**src/rtl/plic_core.sv**
```systemverilog
module plic_core #(
  parameter int NSRC   = 32,
  parameter int NCTX   = 2,
  parameter int PRIO_W = 3,
  parameter int ADDR_W = 24
) (
  input  logic              clk,
  input  logic              rst_n,
  input  logic [NSRC-1:0]   src_i,
  input  logic [ADDR_W-1:0] bus_addr,
  input  logic              bus_we,
  input  logic [31:0]       bus_wdata,
  input  logic              bus_re,
  output logic [31:0]       bus_rdata,
  output logic [NCTX-1:0]   irq_o
);
  localparam int ID_W = $clog2(NSRC);
  localparam logic [ADDR_W-1:0] EN_BASE  = ADDR_W'(32'h2000);
  localparam logic [ADDR_W-1:0] CTX_BASE = ADDR_W'(32'h200000);
  localparam logic [PRIO_W-1:0] PRIO_MAX = '1;

  logic [PRIO_W-1:0] prio [NSRC];
  logic [NSRC-1:0]   en   [NCTX];
  logic [PRIO_W-1:0] thr  [NCTX];
  logic [NSRC-1:0]   pend, busy;
  logic [NCTX-1:0]   irq_q;

  logic [NSRC-1:0]   prio_sel;
  logic [NCTX-1:0]   en_sel, thr_sel, clm_sel;
  logic [NSRC-1:0]   elig [NCTX];
  logic [ID_W-1:0]   best_id [NCTX];
  logic [PRIO_W-1:0] best_p  [NCTX];
  logic [NSRC-1:0]   claim_mask, done_mask;
  logic [31:0]       rd_mux;

  always_comb begin
    for (int n = 0; n < NSRC; n++)
      prio_sel[n] = (bus_addr == ADDR_W'(4 * n));
    for (int c = 0; c < NCTX; c++) begin
      en_sel[c]  = (bus_addr == EN_BASE + ADDR_W'(128 * c));
      thr_sel[c] = (bus_addr == CTX_BASE + ADDR_W'(4096 * c));
      clm_sel[c] = (bus_addr == CTX_BASE + ADDR_W'(4096 * c + 4));
    end
  end

  always_comb begin
    for (int c = 0; c < NCTX; c++) begin
      best_id[c] = '0;
      best_p[c]  = '0;
      for (int n = 0; n < NSRC; n++)
        elig[c][n] = pend[n] && en[c][n] && (prio[n] > thr[c]);
      for (int n = 1; n < NSRC; n++)
        if (elig[c][n] && prio[n] > best_p[c]) begin
          best_p[c]  = prio[n];
          best_id[c] = ID_W'(n);
        end
    end
  end

  always_comb begin
    claim_mask = '0;
    done_mask  = '0;
    for (int c = 0; c < NCTX; c++) begin
      if (bus_re && clm_sel[c] && best_id[c] != '0)
        claim_mask[best_id[c]] = 1'b1;
      for (int n = 1; n < NSRC; n++)
        if (bus_we && clm_sel[c] && bus_wdata == 32'(n) && en[c][n])
          done_mask[n] = 1'b1;
    end
  end

  always_comb begin
    rd_mux = '0;
    for (int n = 1; n < NSRC; n++)
      if (prio_sel[n]) rd_mux = 32'(prio[n]);
    for (int c = 0; c < NCTX; c++) begin
      if (en_sel[c])  rd_mux = 32'(en[c]);
      if (thr_sel[c]) rd_mux = 32'(thr[c]);
      if (clm_sel[c]) rd_mux = 32'(best_id[c]);
    end
  end

  always_ff @(posedge clk) begin
    if (!rst_n) begin
      for (int n = 0; n < NSRC; n++) prio[n] <= '0;
      for (int c = 0; c < NCTX; c++) begin
        en[c]  <= '0;
        thr[c] <= '0;
      end
      bus_rdata <= '0;
    end else begin
      if (bus_we) begin
        for (int n = 1; n < NSRC; n++)
          if (prio_sel[n]) prio[n] <= bus_wdata[PRIO_W-1:0];
        for (int c = 0; c < NCTX; c++) begin
          if (en_sel[c])  en[c]  <= bus_wdata[NSRC-1:0] & ~NSRC'(1);
          if (thr_sel[c]) thr[c] <= bus_wdata[PRIO_W-1:0];
        end
      end
      if (bus_re) bus_rdata <= rd_mux;
    end
  end

  always_ff @(posedge clk) begin
    if (!rst_n) begin
      pend  <= '0;
      busy  <= '0;
      irq_q <= '0;
    end else begin
      for (int n = 1; n < NSRC; n++) begin
        if (claim_mask[n]) begin
          pend[n] <= 1'b0;
          busy[n] <= 1'b1;
        end else if (done_mask[n]) begin
          busy[n] <= 1'b0;
        end else if (src_i[n] && !busy[n]) begin
          pend[n] <= 1'b1;
        end
      end
      for (int c = 0; c < NCTX; c++)
        irq_q[c] <= |elig[c];
    end
  end

  assign irq_o = irq_q;

  assert_claim_clears_R7: assert property (@(posedge clk) disable iff (!rst_n)
    (claim_mask != '0) |=> ((pend & $past(claim_mask)) == '0));

  assert_claim_onehot_R7: assert property (@(posedge clk) disable iff (!rst_n)
    $onehot0(claim_mask));

  assert_no_relatch_R8: assert property (@(posedge clk) disable iff (!rst_n)
    (busy & pend) == '0);

  assert_src0_idle_R2: assert property (@(posedge clk) disable iff (!rst_n)
    !pend[0] && !busy[0]);

  generate
    for (genvar c = 0; c < NCTX; c++) begin : g_chk
      assert_thr_masks_R6: assert property (@(posedge clk) disable iff (!rst_n)
        (thr[c] == PRIO_MAX) |-> (best_id[c] == '0));
      assert_winner_above_R5: assert property (@(posedge clk) disable iff (!rst_n)
        (best_id[c] != '0) |-> (prio[best_id[c]] > thr[c] && pend[best_id[c]]));
      assert_irq_follows_R5: assert property (@(posedge clk) disable iff (!rst_n)
        (best_id[c] != '0) |=> irq_o[c]);
    end
  endgenerate
endmodule

```
**config.mk**
```make
export PLATFORM = sky130hd
export DESIGN_NAME = plic_core
export DESIGN_NICKNAME = d
export VERILOG_FILES = /design/src/rtl/plic_core.sv
export SDC_FILE = /design/constraint.sdc
export NUM_CORES = 1
export LEC_CHECK = 0
export ABC_CLOCK_PERIOD_IN_PS = 47700
export BUFFER_PORTS_ARGS = -buffer_cell sky130_fd_sc_hd__buf_2
export CORE_MARGIN = 2
export CORE_UTILIZATION = 30
export DETAILED_ROUTE_END_ITERATION = 8
export GPL_TIMING_DRIVEN = 0
export PLACE_DENSITY = 0.56
export RECOVER_POWER = 25
export SYNTH_ARGS = -nofsm -noshare
export SYNTH_HDL_FRONTEND = slang
export SYNTH_SLANG_ARGS = --single-unit
export TNS_END_PERCENT = 50
```
**constraint.sdc**
```tcl
create_clock -name clk -period 47.7 [get_ports clk]
set_input_delay 7.155 -clock clk [delete_from_list [all_inputs] [get_ports clk]]
set_output_delay 7.155 -clock clk [all_outputs]
set_load 0.05 [all_outputs]
```
# Word level (Yosys, flattened, before mapping)
# Memory sizes are Yosys's and may differ from the RTL's.
# Cells that the tools add are included.
# classes
magnitude_cmp	127
eq_ne	68
n_mux	465
n_bitwise	68
n_reduce_logical	477
# op_table
cell	n
$mux 32	38
$eq 32x5->1 const B	16
$eq 24x7->1 const B	16
$gt 3x3->1	122
$logic_and 1x1->1	349
$mux 5	60
$mux 3	94
$mux 1	269
$eq 32x4->1 const B	8
$eq 24x6->1 const B	8
$eq 32x3->1 const B	4
$eq 24x22->1 const B	4
$eq 24x5->1 const B	4
$eq 32x2->1 const B	2
$mux 31	2
$reduce_and 2->1	31
$reduce_bool 2->1	31
$reduce_or 2->1	31
$reduce_or 31->1	2
$eq 24x14->1 const B	2
$eq 24x4->1 const B	2
$or 1x1->1	35
$eq 32x1->1 const B	1
$not 1->1	32
other kinds (8)	42
# word_totals
ff_bits	96
mem_bits_rw	164
in_bits	92
output_inout_bits	34
wordCells	1272
mem_count	3
# memory_table
memory	depth	word_bits	read_ports	rd_ports_with_merged_regs	write_ports	line	rtl
prio	32	3	31	0	32	22	logic [PRIO_W-1:0] prio [NSRC];
en	2	31	2	0	2	23	logic [NSRC-1:0] en [NCTX];
thr	2	3	2	0	2	24	logic [PRIO_W-1:0] thr [NCTX];

# Depth between registers and ports, before layout
# An unclocked memory read counts as a cell.
# logic_depth
ltp_word	103
ltp_mapped	243
mapped_depth_nobuf	234

# Worst setup path before layout
# No wires, ideal clock.
# synth_timing
path_type	flip-flop to flip-flop
startpoint	memory thr[0][1]
endpoint	register pend[1]
setup_time_ps	116
arrival_time_ps	41286
required_time_ps	47584
slack_ps	6298
path_stages_with_launch	213
n_path_buf	1
period_less_slack_ps	41402
cell_sequence	edfxtp_1 -> inv_1 -> ha_1 -> nor2b_1 -> o311a_1 -> nand3_1 -> ha_1 -> a21oi_1 -> o21ai_1 -> nand4_2 -> mux2i_2 -> inv_2 -> ha_1 -> nor2b_1 -> o21a_1 -> o21a_1 -> nand2_1 -> mux2_2 -> (+177 left out) -> a211oi_1 -> a21oi_1 -> ha_1 -> nor2b_1 -> o21a_1 -> o211ai_1 -> clkbuf_1 -> o21ai_0 -> ha_1 -> nor2b_1 -> o21a_1 -> o211ai_1 -> nand2_1 -> or4_4 -> nor2_4 -> and3_1 -> nand3_1 -> and3b_1
# synth_lines
item	line	rtl
start, declared	24	
end signal, assigned	106	pend <= '0;
end signal, assigned by index	112	pend[n] <= 1'b0;
end signal, assigned by index	117	pend[n] <= 1'b1;
end, declared	25	logic [NSRC-1:0] pend, busy;

==> results.ini <==
[timing]
hold_viol = 0
min_period_over_period_pct = 94.5
max_freq_ghz = 0.0222
finalClockSkew_ns = 0.0312
tightest_slew_ns = 1.17
fin_crit_ns = 45.10
finalSetupViolCount = 0
relSlewSlack_pct = 22.1
maxSlewViolCount = 0

[logic_synthesis]
ys_seq_area_share_pct = 28.0
yosys_warnings = 0
synth_seq_cells = 257
syn_nets = 3331
syn_area_um2 = 24100
synth_cell_types = 105
synth_cells = 2924
synthTopCellsByArea = edfxtp_1, ha_1, dfxtp_1
yosysTopAreaCellShare_pct = 20.1
async_reset_ff_share_pct = 0
synth_edf_count = 161
synth_area_per_cell_um2 = 8.24
synth_area_leader_cell = edfxtp_1
synth_ff_type = edfxtp_1

[clock_tree]
clk_pin_slew_worst_paths_ns = 0.07
clock_path_buffers = 3
cts_tree = done
h-tree-depth = 1
clk_latency_ns = 0.57
clock_sinks = 257
cts_hold_buf = 0
root_buffer = clkbuf_16
cts_made_buffers = 27

[critical_path]
critPathKind = reg2reg
critPathLaunchType = flop
cp.arrival_ns = 45.60
cpMostUsedCell = ha_1
cp_slowest_stage_delay_ns = 0.50
end_kind = flop
slowest_stage = or4_4
critical_path_required_ns = 48.20
cp_max_fo = 12

[final_layout]
syn_to_final_growth_pct = 14.1
diodes = 0
stdcell_area_um2 = 27500
stdcell_count = 4162
drive_above_1_share_pct = 9.42
fillCellCount = 8362
fin_nets = 3499

[global_route]
grt_overflow = 0
grt_pass1_wl_um = 149000
grt_pass1_vias = 22500
grt_max_degree = 32
antenna_found_initial = 2
grt.total_usage_pct = 24.1

[floorplan]
fp.dieArea_um2 = 82600
dieWidth_um = 287
dieHeight_um = 287
coreArea_um2 = 79300
initial_utilization_pct = 30.4
boundaryPins = 126
rows = 103

[placement]
place_inst = 4104
numPortBuffers = 119
gp_congestion = 1.00
hpwlAfterDp_um = 83500
dpl_cell_area_um2 = 26300

[detailed_routing]
routed-via-count = 24500
drtAntennaViolNets = 0
routed_wl_um = 102000
wl_per_cell_um = 24.6
drtIter0Drc = 2598
post-route-drc-count = 0
post_drt_via_cell_ratio = 5.88
dr.pass1.iters = 6

[flow_run]
drv_cap = 0

[pwr]
powerDensity_nw_per_um2 = 31.6
p_leak_nw = 10.9
ir_drop_mv = 0.0268
power_mw = 0.869

[run_status]
outcome = complete, no violations

[worst_hold_path]
hold_path.class = reg2reg

[timing repair]
action                                  in CTS  in global routing
pin swaps                                    1                  7
endpoints found under the setup margin      63                 67
buffers inserted                             2                  7
gates resized for setup                      9                 45
[final timing paths]
path              cells after the start  slack (ns)           from             to
hold reg to reg                       2        0.49  bus_rdata[20]  bus_rdata[20]
setup / recovery                    219        2.60      thr[0][1]        busy[5]
hold / removal                        2        0.49  bus_rdata[20]  bus_rdata[20]
setup reg to reg                    219        2.60      thr[0][1]        busy[5]
[Yosys cell counts (29+ instances only)]
library cell / count
nor3_1: 70
a21oi_1: 194
nand2_1: 289
edfxtp_1: 161
clkbuf_1: 65
nand4_1: 29
a22oi_1: 75
dfxtp_1: 96
ha_1: 315
nand3_1: 93
nor3b_1: 38
and2_1: 71
nor2b_1: 64
nor4_1: 31
inv_1: 196
mux2_2: 31
o21ai_0: 134
a21o_1: 75
nor2_1: 328
a311oi_1: 51
a31oi_1: 47
o21a_1: 48
[registers in the layout, summed over array words and instances (netlist names)]
register   cells
irq_o          2
prio          93
en            62
busy          31
bus_rdata     32
pend          31
thr            6
[layer usage]
layer	wire length, µm	share of wire, %	vias to the layer above	global-route usage [%]
met5	21	0.021	-	0
met4	4180	4.1	4	9.39
met3	7510	7.3	215	2.88
met2	46600	46	1093	38.9
met1	44100	43	11800	32.6
li1	-	-	11400	-
[critical path, delay by kind of cell, from the launching register on]
family / cells / cell delay (ns)
compound gates: 86 / 16.79
fa+ha+maj: 41 / 11.85
simple gates: 75 / 11.03
mux: 10 / 3.85
buf+inv: 7 / 0.99
flops: 1 / 0.44
[cell families (layout without fill, tap and decap cells)]
| group | after synthesis | count (layout) | share of synthesized area (%) |
|---|---|---|---|
| muxes | 53 | 53 | 2.42 |
| and+or+nand+nor | 1113 | 1113 | 22.3 |
| AOI/OAI and AO/OA | 901 | 901 | 26.0 |
| adders and majority gates | 328 | 328 | 16.9 |
| buffers and inverters | 271 | 459 | 4.25 |
| DFF | 257 | 257 | 28.0 |
| xor gates and xnor gates | 1 | 1 | 0.0363 |
[cell type report]
cell class / instances / area [µm²] / share of cell area (%)
multi-input combinational: 2396 / 16600 / 60.4
sequential: 257 / 6760 / 24.6
tap: 1050 / 1310 / 4.78
timing repair buffer: 139 / 857 / 3.12
clock buffer: 40 / 828 / 3.01
inverter: 199 / 752 / 2.74
buffer: 72 / 282 / 1.02
clock inverter: 9 / 83.8 / 0.305
[layout by cell type, fill, tap and decap left out, types with 75 or more instances in the layout]
master,count
a21o_1,75
a21oi_1,191
a22oi_1,75
buf_2,87
clkbuf_1,105
dfxtp_1,96
edfxtp_1,161
ha_1,315
inv_1,193
nand2_1,287
nand3_1,93
nor2_1,326
o21ai_0,131
[report_power, final]
group | switching [mW] | internal, mW
Sequential | 0.0216 | 0.247
Combinational | 0.238 | 0.141
Clock | 0.0954 | 0.126
[metrics by stage]
step / TNS [ns] / utilization [%] / hold slack [ns] / worst slack [ns]
after global routing: -0.366 / 34.7 / 0.513 / -0.0843
after global placement: -126.84 / 32.8 / 0.467 / -2.65
after CTS: 0 / 34.4 / 0.491 / 0.123
final: 0 / 34.7 / 0.491 / 2.60
after floorplan: 0 / - / 0.475 / 6.30
after detailed placement: -36.18 / 33.1 / 0.476 / -1.27
Power figures use the tool's default switching activity.
